<file path="config.mk">
export PLATFORM = sky130hd
export DESIGN_NAME = lat_align
export DESIGN_NICKNAME = d
export VERILOG_FILES = /design/src/rtl/lat_align_pkg.sv /design/src/rtl/lat_align_lane.sv /design/src/rtl/lat_align_cmp.sv /design/src/rtl/lat_align.sv
export SDC_FILE = /design/constraint.sdc
export NUM_CORES = 1
export LEC_CHECK = 0
export ABC_AREA = 1
export BUFFER_PORTS_ARGS = -buffer_cell sky130_fd_sc_hd__buf_2
export CAP_MARGIN = 15
export CORE_MARGIN = 5
export CORE_UTILIZATION = 45
export DETAILED_ROUTE_END_ITERATION = 8
export PLACE_DENSITY = 0.81
export SYNTH_ARGS = -nofsm -noshare
export SYNTH_HDL_FRONTEND = slang
export SYNTH_SLANG_ARGS = --single-unit
</file>
<file path="constraint.sdc">
create_clock -name clk -period 2.2 [get_ports clk]
set_input_delay 0.11 -clock clk [delete_from_list [all_inputs] [get_ports clk]]
set_output_delay 0.11 -clock clk [all_outputs]
set_load 0.005 [all_outputs]
</file>
<file path="src/rtl/lat_align_pkg.sv">
`timescale 1ns/1ps
package lat_align_pkg;

  typedef enum logic {
    CHK_REPORT = 1'b0,
    CHK_VERIFY = 1'b1
  } chk_mode_e;

  // Bits needed to hold a lane depth in 0..max_depth.
  function automatic int depth_bits(input int max_depth);
    return (max_depth < 1) ? 1 : $clog2(max_depth + 1);
  endfunction

endpackage

</file>
<file path="src/rtl/lat_align_lane.sv">
`timescale 1ns/1ps
// Fixed-depth delay line for one lane: valid plus a packed word.
module lat_align_lane #(
  parameter int DEPTH = 0,
  parameter int W     = 8
) (
  input  logic         clk,
  input  logic         rst,
  input  logic         in_valid,
  input  logic [W-1:0] in_word,
  output logic         out_valid,
  output logic [W-1:0] out_word
);

  if (DEPTH == 0) begin : g_thru
    logic unused_ctl;
    assign unused_ctl = clk ^ rst;
    assign out_valid  = in_valid;
    assign out_word   = in_word;
  end else begin : g_pipe
    logic [W-1:0]     word_q [DEPTH];
    logic [DEPTH-1:0] vld_q;

    // Word stages carry no reset so they map onto shift-register resources.
    always_ff @(posedge clk) begin
      word_q[0] <= in_word;
      for (int k = 1; k < DEPTH; k++) word_q[k] <= word_q[k-1];
    end

    always_ff @(posedge clk) begin
      if (rst) begin
        vld_q <= '0;
      end else begin
        vld_q[0] <= in_valid;
        for (int k = 1; k < DEPTH; k++) vld_q[k] <= vld_q[k-1];
      end
    end

    assign out_valid = vld_q[DEPTH-1];
    assign out_word  = word_q[DEPTH-1];
  end

endmodule

</file>
<file path="src/rtl/lat_align_cmp.sv">
`timescale 1ns/1ps
// Compares the delayed sample indices of all lanes on every all-valid cycle.
module lat_align_cmp
  import lat_align_pkg::*;
#(
  parameter int NUM_LANES = 3,
  parameter int MARK_W    = 8
) (
  input  logic                        clk,
  input  logic                        rst,
  input  logic                        verify_en,
  input  logic [NUM_LANES-1:0]        lane_valid,
  input  logic [NUM_LANES*MARK_W-1:0] lane_mark,
  output logic [NUM_LANES*MARK_W-1:0] offset,
  output logic                        offset_changed,
  output logic                        err_sticky,
  output logic                        err_pulse
);

  chk_mode_e                   mode;
  logic                        all_valid;
  logic                        mismatch;
  logic                        moved;
  logic                        have_ref_q;
  logic [NUM_LANES*MARK_W-1:0] diff;

  assign mode      = chk_mode_e'(verify_en);
  assign all_valid = &lane_valid;

  // Modular subtraction keeps wrapped indices comparable.
  always_comb begin
    mismatch = 1'b0;
    moved    = 1'b0;
    for (int i = 0; i < NUM_LANES; i++) begin
      diff[i*MARK_W +: MARK_W] = lane_mark[i*MARK_W +: MARK_W] - lane_mark[0 +: MARK_W];
      if (diff[i*MARK_W +: MARK_W] != '0) mismatch = 1'b1;
      if (diff[i*MARK_W +: MARK_W] != offset[i*MARK_W +: MARK_W]) moved = 1'b1;
    end
  end

  always_ff @(posedge clk) begin
    if (rst) begin
      offset         <= '0;
      offset_changed <= 1'b0;
      have_ref_q     <= 1'b0;
      err_sticky     <= 1'b0;
      err_pulse      <= 1'b0;
    end else begin
      err_pulse <= 1'b0;
      if (all_valid) begin
        offset     <= diff;
        have_ref_q <= 1'b1;
        if (have_ref_q && moved) offset_changed <= 1'b1;
        if (mode == CHK_VERIFY && mismatch) begin
          err_pulse  <= 1'b1;
          err_sticky <= 1'b1;
        end
      end
    end
  end

endmodule

</file>
<file path="src/rtl/lat_align.sv">
`timescale 1ns/1ps
module lat_align
  import lat_align_pkg::*;
#(
  parameter int NUM_LANES = 3,
  parameter int DATA_W    = 8,
  parameter int MARK_W    = 8,
  parameter int MAX_DEPTH = 8,
  parameter bit MARK_EN   = 1'b1,
  parameter int DEPTH_W   = depth_bits(MAX_DEPTH),
  parameter logic [NUM_LANES*DEPTH_W-1:0] LANE_DELAY = '0
) (
  input  logic                        clk,
  input  logic                        rst,
  input  logic                        verify_en,
  input  logic [NUM_LANES-1:0]        in_valid,
  input  logic [NUM_LANES*DATA_W-1:0] in_data,
  input  logic [NUM_LANES*MARK_W-1:0] in_mark,
  output logic [NUM_LANES-1:0]        out_valid,
  output logic [NUM_LANES*DATA_W-1:0] out_data,
  output logic [NUM_LANES*MARK_W-1:0] out_mark,
  output logic [NUM_LANES*MARK_W-1:0] offset,
  output logic                        offset_changed,
  output logic                        err_sticky,
  output logic                        err_pulse
);

  localparam int LW = DATA_W + (MARK_EN ? MARK_W : 0);

  for (genvar i = 0; i < NUM_LANES; i++) begin : g_lane
    localparam int D = int'(LANE_DELAY[i*DEPTH_W +: DEPTH_W]);
    logic [LW-1:0] w_in;
    logic [LW-1:0] w_out;

    if (MARK_EN) begin : g_mark
      assign w_in = {in_mark[i*MARK_W +: MARK_W], in_data[i*DATA_W +: DATA_W]};
      assign out_mark[i*MARK_W +: MARK_W] = w_out[LW-1 -: MARK_W];
    end else begin : g_plain
      assign w_in = in_data[i*DATA_W +: DATA_W];
      assign out_mark[i*MARK_W +: MARK_W] = '0;
    end

    assign out_data[i*DATA_W +: DATA_W] = w_out[DATA_W-1:0];

    lat_align_lane #(.DEPTH(D), .W(LW)) i_lane (
      .clk      (clk),
      .rst      (rst),
      .in_valid (in_valid[i]),
      .in_word  (w_in),
      .out_valid(out_valid[i]),
      .out_word (w_out)
    );
  end

  if (MARK_EN) begin : g_cmp
    lat_align_cmp #(.NUM_LANES(NUM_LANES), .MARK_W(MARK_W)) i_cmp (
      .clk           (clk),
      .rst           (rst),
      .verify_en     (verify_en),
      .lane_valid    (out_valid),
      .lane_mark     (out_mark),
      .offset        (offset),
      .offset_changed(offset_changed),
      .err_sticky    (err_sticky),
      .err_pulse     (err_pulse)
    );
  end else begin : g_nocmp
    logic unused_mark;
    assign unused_mark    = ^{in_mark, verify_en};
    assign offset         = '0;
    assign offset_changed = 1'b0;
    assign err_sticky     = 1'b0;
    assign err_pulse      = 1'b0;
  end

endmodule

</file>
==> impl_metrics.ini <==
[sta]
final_layout_setup_total_negative_slack_ns = 0
achievable-frequency_mhz = 561
report.final.slew_viol_count = 0
setup_viol_count_final = 0
hold_ws_ns = 0.172
worst_clock_skew_ns = 0.00808
final_min_period_over_clock_period = 0.811
hold_viol = 0
grt_setup_unrepaired = no
clock_period_minus_final_worst_setup_slack_ns = 1.78

[global_route]
number_of_global_route_vias_before_repair = 2114
grt_use_total = 0.163
global_route_wire_length_before_repair_um = 8800
grt_max_degree = 36
grt_util_met2 = 0.280
grt_remaining_overflow = 0
gr-max-usage-layer = met2
grt_use_met1 = 0.202
grt_antenna_before_repair = 0
grtUsageMet3 = 0.0227

[place]
place.detailed.hpwl_um = 4670
portBuffers = 75
gp_routability_congestion = 0.882

[worst_setup_path]
slowest_stage = sky130_fd_sc_hd__fa_1
arrival_time_at_the_worst_endpoint_ns = 1.96
worst_setup_path_end_kind = register
timing.setup.critical_path_class = input port to register
worstSetupStartpointType = input port
critPathRequiredTime_ns = 2.37
critical_path_peak_fanout = 3
critical_path.cell_chain = buf_2, inv_1, ha_1, inv_1, fa_1, xnor2_1, inv_1, nor4_2, nand3_1, nor3_1, nand2_1, nand2_1, nand2_1
timing.critical_path.slowest_cell_delay_ns = 0.41

[routing]
ant_nets = 0
postRouteWirelength_um = 5600
detail_route.iter0.violations = 144
drt-wirelength-per-cell_um = 11.4
post_drt_via_cell_ratio = 4.68
route.detailed.drc = 0
router_iterations_before_antenna_repair = 5
detailroute.via_count = 2301

[clock_tree]
cts_buffer_depth = 2
clkLatencyLatePin_ns = 0.27
clock_sink_count = 20
cts_setup_buffers = 0
cts_hold_repair.buffers = 0
htree_levels = 1
clk_transition_reported_paths_ns = 0.08
cts_made_buffers = 3
cts-resized-gates = 0
cts_tree = yes
cts_root_buf = sky130_fd_sc_hd__clkbuf_8

[yosys]
postSynthRegisterBits = 20
syn-mean-instance-area_um2 = 5.99
synth_cell_type_count = 21
syn_area_um2 = 2380
netlist_instances = 398
fraction_of_the_yosys_area_taken_by_sequential_cells = 0.168
ys_warn_count = 0

[min_path]
hp-class = input port to register

[finish]
synth_to_final_area_change_pct = 4.62
post_layout_net_count = 494
fillerInstances = 550
antenna_cells_inserted = 0
post_route_cells_drive_above_1_share = 0.216

[outcome]
outcome = complete, no violations

[die]
pin_count = 132
coreArea_um2 = 5140
die_ar_um2 = 6860
die-width_um = 82.8
die_h_um = 82.8
row_count = 26
start_util = 0.464

[power]
power.ir.vdd_worst_mv = 0.252
leakage_uw = 0.00152
power_per_cell_area_nw_per_um2 = 510

[run]
drv_cap = 0
-- report_power, final --
part | total, uW | switching, uW | internal [uW]
clock network | 379 | 136 | 243
registers | 393 | 13.4 | 380
logic | 499 | 311 | 188
total | 1270 | 461 | 811
-- worst max-delay path: cells and delay by family --
kind                       cells  cell delay (ns)
and+or+nand+nor                6             0.68
xor gates and xnor gates       1             0.29
buffers and inverters          4             0.32
adders and majority gates      2             0.55
-- state kept, by name, indices dropped and copies added (netlist names) --
name                        cells
g_cmp.i_cmp.err_pulse           1
g_cmp.i_cmp.have_ref_q          1
g_cmp.i_cmp.offset_changed      1
g_cmp.i_cmp.offset             16
g_cmp.i_cmp.err_sticky          1
-- logic make-up after synthesis --
group	synth area share
simple gates	0.323
other cells	0.00157
fa+ha+maj	0.0955
xor+xnor	0.0147
compound gates	0.0798
flops	0.168
buf+inv	0.318
-- cell type report --
class,count,area [um^2],share of cell area
Inverter,80,300,0.120
Timing Repair Buffer,76,383,0.153
Clock inverter,1,30.0,0.0120
Tap cell,70,87.6,0.0351
Multi-Input combinational cell,242,1250,0.502
Clock buffer,3,41.3,0.0165
Sequential cell,20,400,0.160
-- cells in the final DEF, fill, tap and decap left out, types with 3 or more instances in the layout --
cell type                  Yosys  final
sky130_fd_sc_hd__a21oi_1      22     22
sky130_fd_sc_hd__buf_2         0     75
sky130_fd_sc_hd__clkbuf_8      0      3
sky130_fd_sc_hd__conb_1        1      8
sky130_fd_sc_hd__dfxtp_1      20     20
sky130_fd_sc_hd__ha_1         15     15
sky130_fd_sc_hd__inv_1        77     77
sky130_fd_sc_hd__nand2_1      98     98
sky130_fd_sc_hd__nand2_2       5      5
sky130_fd_sc_hd__nand3_1      48     48
sky130_fd_sc_hd__nor2_1       16     16
sky130_fd_sc_hd__o21ai_0      16     16
sky130_fd_sc_hd__xor2_1        3      3
-- synthesized netlist by cell type (all sizes together) --
library cell / count / area (um^2)
buf: 59 / 443
clkinv: 1 / 3.75
nand3: 50 / 260
nor2: 16 / 60.1
a21oi: 22 / 110
conb: 1 / 3.75
o21ai: 16 / 80.1
clkbuf: 4 / 15.0
inv: 79 / 297
nor3: 2 / 10.0
nand2: 103 / 399
fa: 2 / 40.0
nor4: 2 / 25.0
xor2: 3 / 26.3
xnor2: 1 / 8.76
ha: 15 / 188
dfxtp: 20 / 400
nand3b: 2 / 15.0
-- path summary, 6_finish.rpt --
check / to / slack, ns / cells past startpoint / startpoint
worst max register to register: g_cmp.i_cmp.offset_changed / 0.84 / 13 / g_cmp.i_cmp.offset[17]
worst min register to register: g_cmp.i_cmp.offset_changed / 0.46 / 2 / g_cmp.i_cmp.offset_changed
worst min-delay path: g_cmp.i_cmp.have_ref_q / 0.17 / 2 / rst
worst max-delay path: g_cmp.i_cmp.err_sticky / 0.42 / 13 / in_mark[8]
-- metal layers --
layer	vias to the layer above	routed length, um
li1	1209	-
met4	0	79
met3	9	481
met2	93	2660
met5	-	0
met1	990	2380
-- per-stage QoR --
stage	area, um^2	total power [uW]	utilization	instances	setup WS, ns
floorplan	2410	820	-	405	0.458
global placement	2420	881	0.472	488	0.176
detailed placement	2420	896	0.472	488	0.131
CTS	2490	1280	0.485	492	0.433
global route	2490	1370	0.485	492	0.235
finish	2490	1270	0.485	492	0.416
Power figures use the tool's default switching activity.
